===== src/rtl/i2c_sclgen_pkg.sv =====
package i2c_sclgen_pkg;

    localparam int RATE_W   = 5;
    localparam int MIN_RATE = 3;
    localparam int FAST_SPECIAL_RATE   = 5;
    localparam int FAST_SPECIAL_PERIOD = 10;

    typedef enum logic [1:0] {
        SG_IDLE,
        SG_LOW,
        SG_HIGH,
        SG_DONE
    } sg_state_e;

    typedef struct packed {
        logic              ack_clk_en;  // bit 7
        logic              ack_nack;    // bit 6
        logic              fast_mode;   // bit 5
        logic [RATE_W-1:0] rate;        // bits 4..0
    } sg_ctrl_t;

endpackage


===== src/rtl/sclgen_ctrl.sv =====
module sclgen_ctrl
    import i2c_sclgen_pkg::*;
(
    input  logic       clk,
    input  logic       rst_n,
    input  logic       wr_en,
    input  logic [7:0] wr_data,
    input  logic       enable,
    output sg_ctrl_t   ctrl,
    output logic       rate_err
);

    sg_ctrl_t ctrl_d, ctrl_q;
    sg_ctrl_t wr_view;

    always_comb begin
        wr_view = sg_ctrl_t'(wr_data);
        ctrl_d  = ctrl_q;
        if (wr_en) begin
            // acknowledge controls may change at any time
            ctrl_d.ack_clk_en = wr_view.ack_clk_en;
            ctrl_d.ack_nack   = wr_view.ack_nack;
            // timing controls only while the interface is off
            if (!enable) begin
                ctrl_d.fast_mode = wr_view.fast_mode;
                ctrl_d.rate      = wr_view.rate;
            end
        end
    end

    always_ff @(posedge clk or negedge rst_n) begin
        if (!rst_n) ctrl_q <= '0;
        else        ctrl_q <= ctrl_d;
    end

    assign ctrl     = ctrl_q;
    assign rate_err = (ctrl_q.rate < RATE_W'(MIN_RATE));

endmodule


===== src/rtl/sclgen_timing.sv =====
module sclgen_timing
    import i2c_sclgen_pkg::*;
#(
    parameter int CNT_W = RATE_W + 4
) (
    input  sg_ctrl_t         ctrl,
    output logic [CNT_W-1:0] lo_len,
    output logic [CNT_W-1:0] hi_len
);

    logic [RATE_W-1:0] eff_rate;
    logic [CNT_W-1:0]  period;

    always_comb begin
        eff_rate = (ctrl.rate < RATE_W'(MIN_RATE)) ? RATE_W'(MIN_RATE) : ctrl.rate;
        if (!ctrl.fast_mode) begin
            period = CNT_W'(eff_rate) << 3;
        end else if (eff_rate == RATE_W'(FAST_SPECIAL_RATE)) begin
            period = CNT_W'(FAST_SPECIAL_PERIOD);
        end else begin
            period = CNT_W'(eff_rate) << 2;
        end
        lo_len = period >> 1;
        hi_len = period - lo_len;
    end

endmodule


===== src/rtl/sclgen_seq.sv =====
module sclgen_seq
    import i2c_sclgen_pkg::*;
#(
    parameter int CNT_W     = RATE_W + 4,
    parameter int DATA_CLKS = 8,
    localparam int BIT_W    = $clog2(DATA_CLKS + 2)
) (
    input  logic             clk,
    input  logic             rst_n,
    input  logic             enable,
    input  logic             start,
    input  logic [CNT_W-1:0] lo_len,
    input  logic [CNT_W-1:0] hi_len,
    input  logic             ack_clk_en,
    input  logic             ack_nack,
    output logic             scl_low,
    output logic             sda_low,
    output logic             done
);

    typedef struct packed {
        sg_state_e        st;
        logic [CNT_W-1:0] cnt;
        logic [BIT_W-1:0] bitn;
        logic [BIT_W-1:0] last_bit;
        logic [CNT_W-1:0] lo;
        logic [CNT_W-1:0] hi;
        logic             nack;
    } seq_t;

    seq_t s_d, s_q;

    always_comb begin
        s_d = s_q;
        if (!enable) begin
            s_d.st  = SG_IDLE;
            s_d.cnt = '0;
        end else begin
            unique case (s_q.st)
                SG_IDLE, SG_DONE: begin
                    if (start) begin
                        s_d.st       = SG_LOW;
                        s_d.cnt      = '0;
                        s_d.bitn     = '0;
                        s_d.lo       = lo_len;
                        s_d.hi       = hi_len;
                        s_d.nack     = ack_nack;
                        s_d.last_bit = ack_clk_en ? BIT_W'(DATA_CLKS)
                                                  : BIT_W'(DATA_CLKS - 1);
                    end else begin
                        s_d.st = SG_IDLE;
                    end
                end
                SG_LOW: begin
                    if (s_q.cnt == s_q.lo - CNT_W'(1)) begin
                        s_d.st  = SG_HIGH;
                        s_d.cnt = '0;
                    end else begin
                        s_d.cnt = s_q.cnt + CNT_W'(1);
                    end
                end
                SG_HIGH: begin
                    if (s_q.cnt == s_q.hi - CNT_W'(1)) begin
                        s_d.cnt = '0;
                        if (s_q.bitn == s_q.last_bit) begin
                            s_d.st = SG_DONE;
                        end else begin
                            s_d.st   = SG_LOW;
                            s_d.bitn = s_q.bitn + BIT_W'(1);
                        end
                    end else begin
                        s_d.cnt = s_q.cnt + CNT_W'(1);
                    end
                end
                default: s_d.st = SG_IDLE;
            endcase
        end
    end

    always_ff @(posedge clk or negedge rst_n) begin
        if (!rst_n) begin
            s_q      <= '0;
            s_q.st   <= SG_IDLE;
        end else begin
            s_q <= s_d;
        end
    end

    logic in_clock;
    assign in_clock = (s_q.st == SG_LOW) || (s_q.st == SG_HIGH);
    assign scl_low  = (s_q.st == SG_LOW);
    assign sda_low  = in_clock && (s_q.bitn == BIT_W'(DATA_CLKS)) && !s_q.nack;
    assign done     = (s_q.st == SG_DONE);

endmodule


===== src/rtl/i2c_sclgen.sv =====
module i2c_sclgen
    import i2c_sclgen_pkg::*;
#(
    parameter int DATA_CLKS = 8,
    localparam int CNT_W    = RATE_W + 4
) (
    input  logic       clk,
    input  logic       rst_n,
    input  logic       reg_wr,
    input  logic [7:0] reg_wdata,
    input  logic       enable,
    input  logic       byte_start,
    output logic       scl_low,
    output logic       sda_low,
    output logic       byte_done,
    output logic       rate_err
);

    sg_ctrl_t         ctrl;
    logic [CNT_W-1:0] lo_len;
    logic [CNT_W-1:0] hi_len;

    sclgen_ctrl u_ctrl (
        .clk      (clk),
        .rst_n    (rst_n),
        .wr_en    (reg_wr),
        .wr_data  (reg_wdata),
        .enable   (enable),
        .ctrl     (ctrl),
        .rate_err (rate_err)
    );

    sclgen_timing #(.CNT_W(CNT_W)) u_timing (
        .ctrl   (ctrl),
        .lo_len (lo_len),
        .hi_len (hi_len)
    );

    sclgen_seq #(.CNT_W(CNT_W), .DATA_CLKS(DATA_CLKS)) u_seq (
        .clk        (clk),
        .rst_n      (rst_n),
        .enable     (enable),
        .start      (byte_start),
        .lo_len     (lo_len),
        .hi_len     (hi_len),
        .ack_clk_en (ctrl.ack_clk_en),
        .ack_nack   (ctrl.ack_nack),
        .scl_low    (scl_low),
        .sda_low    (sda_low),
        .done       (byte_done)
    );

endmodule


===== config.mk =====
export PLATFORM = sky130hd
export DESIGN_NAME = i2c_sclgen
export DESIGN_NICKNAME = d
export VERILOG_FILES = /design/src/rtl/i2c_sclgen_pkg.sv /design/src/rtl/sclgen_ctrl.sv /design/src/rtl/sclgen_timing.sv /design/src/rtl/sclgen_seq.sv /design/src/rtl/i2c_sclgen.sv
export SDC_FILE = /design/constraint.sdc
export NUM_CORES = 1
export LEC_CHECK = 0
export ABC_AREA = 0
export CORE_MARGIN = 2
export CORE_UTILIZATION = 40
export DETAILED_ROUTE_END_ITERATION = 8
export HOLD_SLACK_MARGIN = 0.12
export PLACE_DENSITY_LB_ADDON = 0.15
export SLEW_MARGIN = 20
export SYNTH_ARGS = -nofsm -noshare
export SYNTH_HDL_FRONTEND = slang
export SYNTH_SLANG_ARGS = --single-unit

===== constraint.sdc =====
create_clock -name clk -period 6.89 [get_ports clk]
set_clock_uncertainty 0.05 [all_clocks]
set_input_delay 1.7225 -clock clk [delete_from_list [all_inputs] [get_ports clk]]
set_output_delay 1.7225 -clock clk [all_outputs]
set_load 0.1 [all_outputs]

==> impl_metrics.ini, run 1 <==
[power]
ir_worst_vdd_mv = 0.117
p_leak_uw = 0.00131
power_density_mw_per_mm2 = 269

[grt]
gr-total-overflow = 0
grt_max_degree = 41
grt_antenna_before_repair = 0
grt_usage_pct = 16.5
grt_pass1_vias = 2109
grt_pass1_wl_um = 10200

[drt]
vias_per_cell = 5.23
antenna_left = 0
drc = 0
drtIter0Drc = 114
wl_um = 5870
firstDrtPassIters = 4
wl_per_cell_um = 13.8
vias = 2223

[floorplan]
coreArea_mm2 = 0.00687
num_io_pins = 17
die_h_um = 88.6
fp-row-count = 30
start_util_pct = 41.7
die_w_um = 88.6
die_area_mm2 = 0.00786

[synth]
yosysMostFrequentCell = nand2_1
synth_seq_area_share_pct = 34.9
synth_top_area_share_pct = 34.9
yosysTopAreaCell = dfrtp_1
ys_types = 65
yosys-top-cells-area = dfrtp_1 35%, ha_1 6.1%, nand2_1 5.4%
ys_seq_elements = 40
synthTopCellsByCount = 41 x nand2_1, 40 x dfrtp_1, 23 x o21ai_0, 19 x nor2_1, 17 x inv_1
syn_nets = 349
ys.flop_type = dfrtp_1
netlist_instances = 322
async_flop_share_pct = 100
syn_avg_cell_area_um2 = 8.90
synth_edf_count = 0
netlist_area_mm2 = 0.00287
ys_warn_count = 0

[sta]
finalSetupViolations = 0
hold_viol = 0
timing.setup.tns_ns = 0
fin_crit_sh_pct = 63.4
hold_slack_ns = 0.438
fmax_mhz = 229
period_needed_ns = 4.37
setup_slack_ns = 2.52
slew_viol_final = 0
max-slew-margin-rel_pct = 35.4
tightestPinTransition_ns = 0.966
rsz0062_at_grt = no

[critical_path]
worstSetupEndpointType = primary output
critPathKind = flop to primary output
crit_required_ns = 5.12
critPathMaxFanout = 7
reg2reg_depth = 9
startpoint_type = flop
arrival_ns = 2.60

[job]
drv_cap = 0

[final_layout]
drive_gt1_share_pct = 10.6
num_antenna_cells = 0
layout-area-overhead-vs-synth_pct = 9.26
nFillCells = 679
final_nets = 355

[run_status]
status = complete, no violations

[clock_tree]
clk_pin_slew_worst_paths_ns = 0.07
htreeDepth = 2
cts_sinks = 40
ctsHoldBuffers = 0
post_cts_resized = 0
cts_tree = yes
cts_buffers = 5
ctsRootBufferMaster = clkbuf_8
clk_latency_ns = 0.29
cts_setup_buffers = 0
cts_buffer_depth = 2

[placement]
gp_routability_congestion = 0.780
io_buffer_count = 16
place_ws_ns = 2.85
dp_hpwl_um = 4300

[worst_hold_path]
worst_hold_path.num_cells = 2
hp-class = flop to flop
-- through the flow --
step | total power, µW | utilization [%] | instances | cell area, µm²
floorplan | 612 | - | 322 | 2870
global placement | 675 | 44.3 | 417 | 3040
detailed placement | 683 | 44.3 | 417 | 3040
CTS | 849 | 45.6 | 425 | 3130
global route | 912 | 45.6 | 425 | 3130
finish | 841 | 45.6 | 425 | 3130
-- layout make-up --
type | count | area (µm²) | area share, %
Tap cell | 96 | 120 | 3.84
Clock buffer | 8 | 90.1 | 2.88
Multi-Input combinational cell | 248 | 1700 | 54.3
Sequential cell | 40 | 1000 | 32.0
Timing Repair Buffer | 16 | 155 | 4.96
Inverter | 17 | 63.8 | 2.04
-- final timing paths --
| kind | startpoint | slack (ns) | endpoint |
|---|---|---|---|
| setup / recovery | u_seq.s_q[36]$_DFFE_PN0P_ | 2.52 | sda_low |
| min in group asynchronous | rst_n | 1.51 | u_seq.s_q[28]$_DFFE_PN0P_ |
| hold reg to reg | u_seq.s_q[9]$_DFFE_PN0P_ | 0.44 | u_seq.s_q[9]$_DFFE_PN0P_ |
| hold / removal | u_seq.s_q[9]$_DFFE_PN0P_ | 0.44 | u_seq.s_q[9]$_DFFE_PN0P_ |
| setup reg to reg | u_seq.s_q[1]$_DFFE_PN0P_ | 4.13 | u_seq.s_q[31]$_DFFE_PN0P_ |
| max in group asynchronous | rst_n | 4.69 | u_seq.s_q[13]$_DFFE_PN0P_ |
-- critical path, stage by stage, from the launching register on --
cell and delay [ns]:
dfrtp_1 0.40, inv_1 0.06, ha_1 0.37, nor2_1 0.13, nand2_1 0.06, nor3_1 0.13, clkdlybuf4s50_1 1.16
-- cell usage in the layout, fill, tap and decap left out, types with 3 or more instances in the layout --
cell,n
mux2_2,9
clkbuf_8,6
a21oi_1,10
nor2b_1,5
xor2_1,9
mux2i_1,7
nor3_1,13
nand2b_1,3
a211oi_1,4
dfrtp_1,40
o21ai_1,6
inv_1,17
nand3_1,13
a21o_1,4
and3_1,3
nor2_1,19
clkdlybuf4s50_1,15
xnor2_1,15
nand2_1,41
ha_1,14
o21ai_0,23
or2_2,3
-- power breakdown --
group | internal [µW] | leakage (µW) | total, µW | switching [µW]
sequential | 277 | 0.000515 | 341 | 63.8
clock | 81.8 | 0.0000455 | 164 | 82.4
combinational | 158 | 0.000754 | 336 | 178
-- routing by layer --
layer	track usage (%)	wire [µm]	up-vias
met4	4.55	68	0
met1	22.8	2960	1044
met5	0	0	-
met3	3.08	161	6
met2	26.5	2690	33
li1	-	-	1140
-- registers in the layout, indices dropped and copies added, names as in the netlist --
| signal | count |
|---|---|
| u_seq.s_q | 32 |
| u_ctrl.ctrl | 8 |
-- logic make-up (layout without fill, tap and decap cells) --
family / count (synthesis) / after routing / share of synthesized area (%)
fa+ha+maj: 14 / 14 / 6.11
compound gates: 76 / 76 / 19.0
xor+xnor: 24 / 24 / 7.34
buf+inv: 34 / 41 / 5.72
mux: 17 / 17 / 6.51
flops: 40 / 40 / 34.9
simple gates: 117 / 117 / 20.4
Note: power is estimated with default switching activity, not from simulation.
==> run 2, diff against run 1 <==
==> constraint.sdc (replaced) <==
create_clock -name clk -period 4.4 [get_ports clk]
set_clock_uncertainty 0.05 [all_clocks]
set_input_delay 1.1 -clock clk [delete_from_list [all_inputs] [get_ports clk]]
set_output_delay 1.1 -clock clk [all_outputs]
set_load 0.1 [all_outputs]
==> run 2 against run 1 <==
Net effect:
- via count shrank 0.76%
- cell count grew 0.24%
- wire length fell by 4.3%
- first-iteration DRC count down 29%
- sequential share of layout area about the same
- flip-flop and latch count unchanged
- largest cell class unchanged
- largest power group unchanged
==> impl_metrics.ini, run 2 (same netlist as run 1, synthesis figures left out) <==
[floorplan]
fp-row-count = 30
num_io_pins = 17
die_w_um = 88.6
coreArea_mm2 = 0.00687
start_util_pct = 41.7
die_area_mm2 = 0.00786
die_h_um = 88.6

[sta]
slew_viol_final = 0
hold_viol = 0
timing.setup.tns_ns = 0
finalSetupViolations = 0
tightestPinTransition_ns = 0.962
fmax_mhz = 304
max-slew-margin-rel_pct = 35.7
rsz0062_at_grt = no
fin_crit_sh_pct = 74.7
period_needed_ns = 3.29

[worst_hold_path]
hp-class = flop to flop
worst_hold_path.num_cells = 2

[final_layout]
final_common_cell = nand2_1
num_antenna_cells = 0
final_nets = 356
largest_register_ffs = 32
finish.utilization_pct = 45.6
drive_gt1_share_pct = 11.5
regMostFlops = u_seq.s_q
final_cell_mix = 41 x nand2_1, 40 x dfrtp_1, 23 x o21ai_0, 19 x nor2_1, 17 x inv_1
layout-area-overhead-vs-synth_pct = 9.34

[placement]
gp_routability_congestion = 0.817
dp_hpwl_um = 4240
io_buffer_count = 16

[clock_tree]
htreeDepth = 2
post_cts_resized = 0
cts_sinks = 40
clk_pin_slew_worst_paths_ns = 0.08
clk_latency_ns = 0.30
cts_buffers = 5
cts_buffer_depth = 2
ctsRootBufferMaster = clkbuf_8
ctsHoldBuffers = 0
cts_setup_buffers = 0
cts_tree = yes

[critical_path]
slowest_delay_ns = 1.15
reg2reg_depth = 9
critPathKind = flop to primary output
crit_chain = inv_1 > ha_1 > clkdlybuf4s50_1
crit_slowest_cell = clkdlybuf4s50_1
critPathMaxFanout = 4
crit_required_ns = 3.25
worstSetupEndpointType = primary output
arrival_ns = 2.14
path_buf_inv = 2
crit_cells = 3
startpoint_type = flop
cpLargestDelayFamily = buffers and inverters

[power]
p_switching_uw = 503
p_comb_share_pct = 40.1
power_density_mw_per_mm2 = 419
pwr-share-clk_pct = 19.5
intPower_uw = 810
sw_frac_of_total_pct = 38.3
ir_worst_vdd_mv = 0.216
pwr-share-seq_pct = 40.4
p_leak_uw = 0.00132

[drt]
drtIter0Drc = 81
antenna_left = 0
firstDrtPassIters = 4
vias_per_cell = 5.18
vias = 2206
drc = 0
wl_um = 5620
wl_per_cell_um = 13.2

[grt]
gr-total-overflow = 0
grt_pass1_vias = 2057
grt_antenna_before_repair = 0
grt_usage_pct = 15.7
grt_max_degree = 41
grt_pass1_wl_um = 9720

[run_status]
status = complete, no violations

[job]
drv_cap = 0
## run 2: path summary, 6_finish.rpt
check                                          startpoint                        end  slack [ns]
worst max register to register   u_seq.s_q[1]$_DFFE_PN0P_  u_seq.s_q[30]$_DFFE_PN0P_        1.65
max in group asynchronous                           rst_n  u_seq.s_q[12]$_DFFE_PN0P_        2.85
min in group asynchronous                           rst_n  u_seq.s_q[28]$_DFFE_PN0P_        0.87
worst min register to register   u_seq.s_q[9]$_DFFE_PN0P_   u_seq.s_q[9]$_DFFE_PN0P_        0.44
worst min-delay path             u_seq.s_q[9]$_DFFE_PN0P_   u_seq.s_q[9]$_DFFE_PN0P_        0.44
worst max-delay path            u_seq.s_q[37]$_DFFE_PN0P_                    scl_low        1.11
## run 2: power groups by stage
stage          Clock [µW]  Combinational, µW  Sequential, µW
2_1_floorplan           0                454             504
3_3_place_gp            0                519             538
3_5_place_dp            0                528             539
4_1_cts               265                533             531
5_1_grt               278                591             547
6_report              256                526             531
## run 2: area by class of cell
class                           instances  area (µm²)
Timing Repair Buffer                   17         158
Multi-Input combinational cell        248        1700
Sequential cell                        40        1000
Inverter                               17        63.8
Fill cell                             685        3740
Tap cell                               96         120
Clock buffer                            8        90.1
## run 2: metrics by stage
step	worst slack [ns]	total power (µW)	area, µm²	cells	hold WS [ns]
2_1_floorplan	0.299	958	2870	322	0.404
3_3_place_gp	1.46	1060	3040	418	0.426
3_5_place_dp	1.43	1070	3040	418	0.427
4_1_cts	1.10	1330	3130	426	0.446
5_1_grt	1.02	1420	3130	426	0.475
6_report	1.11	1310	3130	426	0.441
## run 2: metal layers
metal  vias to the layer above  GRT usage [%]  share of wire, %
li1                       1142              -                 -
met1                      1036           21.5                51
met2                        22           25.0                45
met3                         6           3.08               2.3
met4                         0           4.96               1.4
met5                         -              0                 0
## run 2: tightest hold or removal path, stage by stage, from the launching register on
cell and delay (ns):
dfrtp_1 0.36, nand2_1 0.05, nand2_1 0.05
==> run 3, diff against run 2 <==
==> constraint.sdc (replaced) <==
create_clock -name clk -period 3.16 [get_ports clk]
set_clock_uncertainty 0.05 [all_clocks]
set_input_delay 0.79 -clock clk [delete_from_list [all_inputs] [get_ports clk]]
set_output_delay 0.79 -clock clk [all_outputs]
set_load 0.1 [all_outputs]
==> run 3 against run 2 <==
Net effect:
- cell count is the same
- combinational power up 39%
- first-iteration DRC count is 25% lower
- sequential share of layout area down 0.22 points
- via count down 0.41%
- design area rose by 0.68%
- critical endpoint is now u_seq.s_q[7]$_DFFE_PN0P_
==> impl_metrics.ini, run 3 (same netlist as run 1, synthesis figures left out) <==
[power]
p_switching_uw = 714
p_comb_share_pct = 38.4
p_leak_uw = 0.00134
sw_frac_of_total_pct = 37.7
pwr-share-seq_pct = 39.2
pwr-share-clk_pct = 22.4
power_density_mw_per_mm2 = 601
ir_worst_vdd_mv = 0.275
intPower_uw = 1180

[clock_tree]
cts_sinks = 40
clk_latency_ns = 0.29
post_cts_resized = 0
ctsHoldBuffers = 0
cts_tree = yes
ctsRootBufferMaster = clkbuf_8
clk_pin_slew_worst_paths_ns = 0.08
cts_setup_buffers = 0
cts_buffers = 5
cts_buffer_depth = 2
htreeDepth = 2

[critical_path]
arrival_ns = 2.84
cpMostUsedCell = o21ai_1
critPathLaunch = u_ctrl.ctrl[3]$_DFFE_PN0P_
slowest_delay_ns = 0.45
crit_required_ns = 3.29
critPathMaxFanout = 7
reg2reg_depth = 9
startpoint_type = flop
worstSetupEndpoint = u_seq.s_q[7]$_DFFE_PN0P_
path_buf_inv = 1
worstSetupEndpointType = flop
r2r-start = u_ctrl.ctrl[3]$_DFFE_PN0P_
critPathKind = flop to flop
crit_chain = o31a_1 > o21ai_1 > inv_1 > ha_1 > a21o_1 > a211o_1 > a31oi_1 > xnor2_1 > o21ai_1
cpLargestDelayFamily = compound AO/OA/AOI/OAI gates
crit_cells = 9
reg2reg_to = u_seq.s_q[7]$_DFFE_PN0P_
crit_slowest_cell = dfrtp_1
r2r_setup_slack_ns = 0.44

[final_layout]
drive_gt1_share_pct = 13.0
num_antenna_cells = 0
final_nets = 356
finish.utilization_pct = 45.9
final_common_cell = nand2_1
regMostFlops = u_seq.s_q
layout-area-overhead-vs-synth_pct = 10.1
final_cell_area_mm2 = 0.00315
final_cell_mix = 41 x nand2_1, 40 x dfrtp_1, 23 x o21ai_0, 19 x nor2_1, 17 x inv_1
largest_register_ffs = 32

[grt]
grt_max_degree = 41
grt_usage_pct = 16.6
grt_pass1_vias = 2112
grt_pass1_wl_um = 10200
grt_antenna_before_repair = 0
gr-total-overflow = 0

[sta]
timing.setup.tns_ns = 0
rsz0062_at_grt = no
finalSetupViolations = 0
max-slew-margin-rel_pct = 40.0
tightestPinTransition_ns = 0.901
hold_viol = 0
slew_viol_final = 0
hold_slack_ns = 0.440
fin_crit_sh_pct = 85.9
fmax_mhz = 368
period_needed_ns = 2.72

[placement]
gp_routability_congestion = 0.815
io_buffer_count = 16
dp_hpwl_um = 4360
placed_area_mm2 = 0.00304

[drt]
drc = 0
vias = 2197
antenna_left = 0
firstDrtPassIters = 4
drtIter0Drc = 61
vias_per_cell = 5.16
wl_per_cell_um = 13.3
wl_um = 5670

[run_status]
status = complete, no violations

[floorplan]
start_util_pct = 41.7
coreArea_mm2 = 0.00687
die_area_mm2 = 0.00786
fp-row-count = 30
die_w_um = 88.6
num_io_pins = 17
die_h_um = 88.6

[job]
drv_cap = 0

[worst_hold_path]
hp-class = flop to flop
## run 3: cell count changes in the layout (fill, tap and decap cells not counted)
cell             previous run  this run
clkdlybuf4s50_1            13        11
a21boi_0                    1         0
bufinv_16                   0         1
clkinvlp_4                  0         1
clkbuf_1                    2         0
a21boi_1                    0         1
nor3_2                      0         1
clkinv_2                    0         1
buf_4                       3         5
nor3_1                     13        12
clkbuf_8                    6         5
## run 3: per-layer routing
layer  track usage, %  wire length, µm  vias to the layer above  share of wire, %
li1                 -                -                     1147                 -
met2             25.5             2630                       16                46
met4             5.65               62                        0               1.1
met3             2.89              104                        5               1.8
met1             23.6             2870                     1029                51
met5                0                0                        -                 0
## run 3: metrics by stage
| step | setup slack [ns] | std cells | total power (µW) |
|---|---|---|---|
| 2_1_floorplan | 0.128 | 322 | 1330 |
| 3_3_place_gp | 0.481 | 418 | 1490 |
| 3_5_place_dp | 0.453 | 418 | 1490 |
| 4_1_cts | 0.428 | 426 | 1920 |
| 5_1_grt | 0.247 | 426 | 2060 |
| 6_report | 0.445 | 426 | 1900 |
## run 3: worst min-delay path by stage
stage                                     startpoint                          to  cells past startpoint
final                     u_ctrl.ctrl[7]$_DFFE_PN0P_   u_seq.s_q[21]$_DFFE_PN0P_                      1
after global routing      u_ctrl.ctrl[6]$_DFFE_PN0P_  u_ctrl.ctrl[6]$_DFFE_PN0P_                      1
after CTS                 u_ctrl.ctrl[7]$_DFFE_PN0P_   u_seq.s_q[21]$_DFFE_PN0P_                      1
after detailed placement  u_ctrl.ctrl[7]$_DFFE_PN0P_   u_seq.s_q[21]$_DFFE_PN0P_                      1
after global placement      u_seq.s_q[9]$_DFFE_PN0P_    u_seq.s_q[9]$_DFFE_PN0P_                      2
after floorplan           u_ctrl.ctrl[7]$_DFFE_PN0P_   u_seq.s_q[21]$_DFFE_PN0P_                      1
## run 3: power by group through the flow
stage | registers (µW) | logic [µW] | clock network, µW
6_report | 744 | 729 | 424
5_1_grt | 763 | 838 | 455
4_1_cts | 746 | 737 | 437
3_5_place_dp | 757 | 731 | 0
3_3_place_gp | 754 | 734 | 0
2_1_floorplan | 702 | 633 | 0
## run 3: layout make-up
cell class | instances | area (µm²)
fill | 670 | 3710
multi-input combinational | 248 | 1710
sequential | 40 | 1000
timing repair buffer | 17 | 153
tap | 96 | 120
clock buffer | 5 | 68.8
inverter | 17 | 63.8
clock inverter | 3 | 42.5
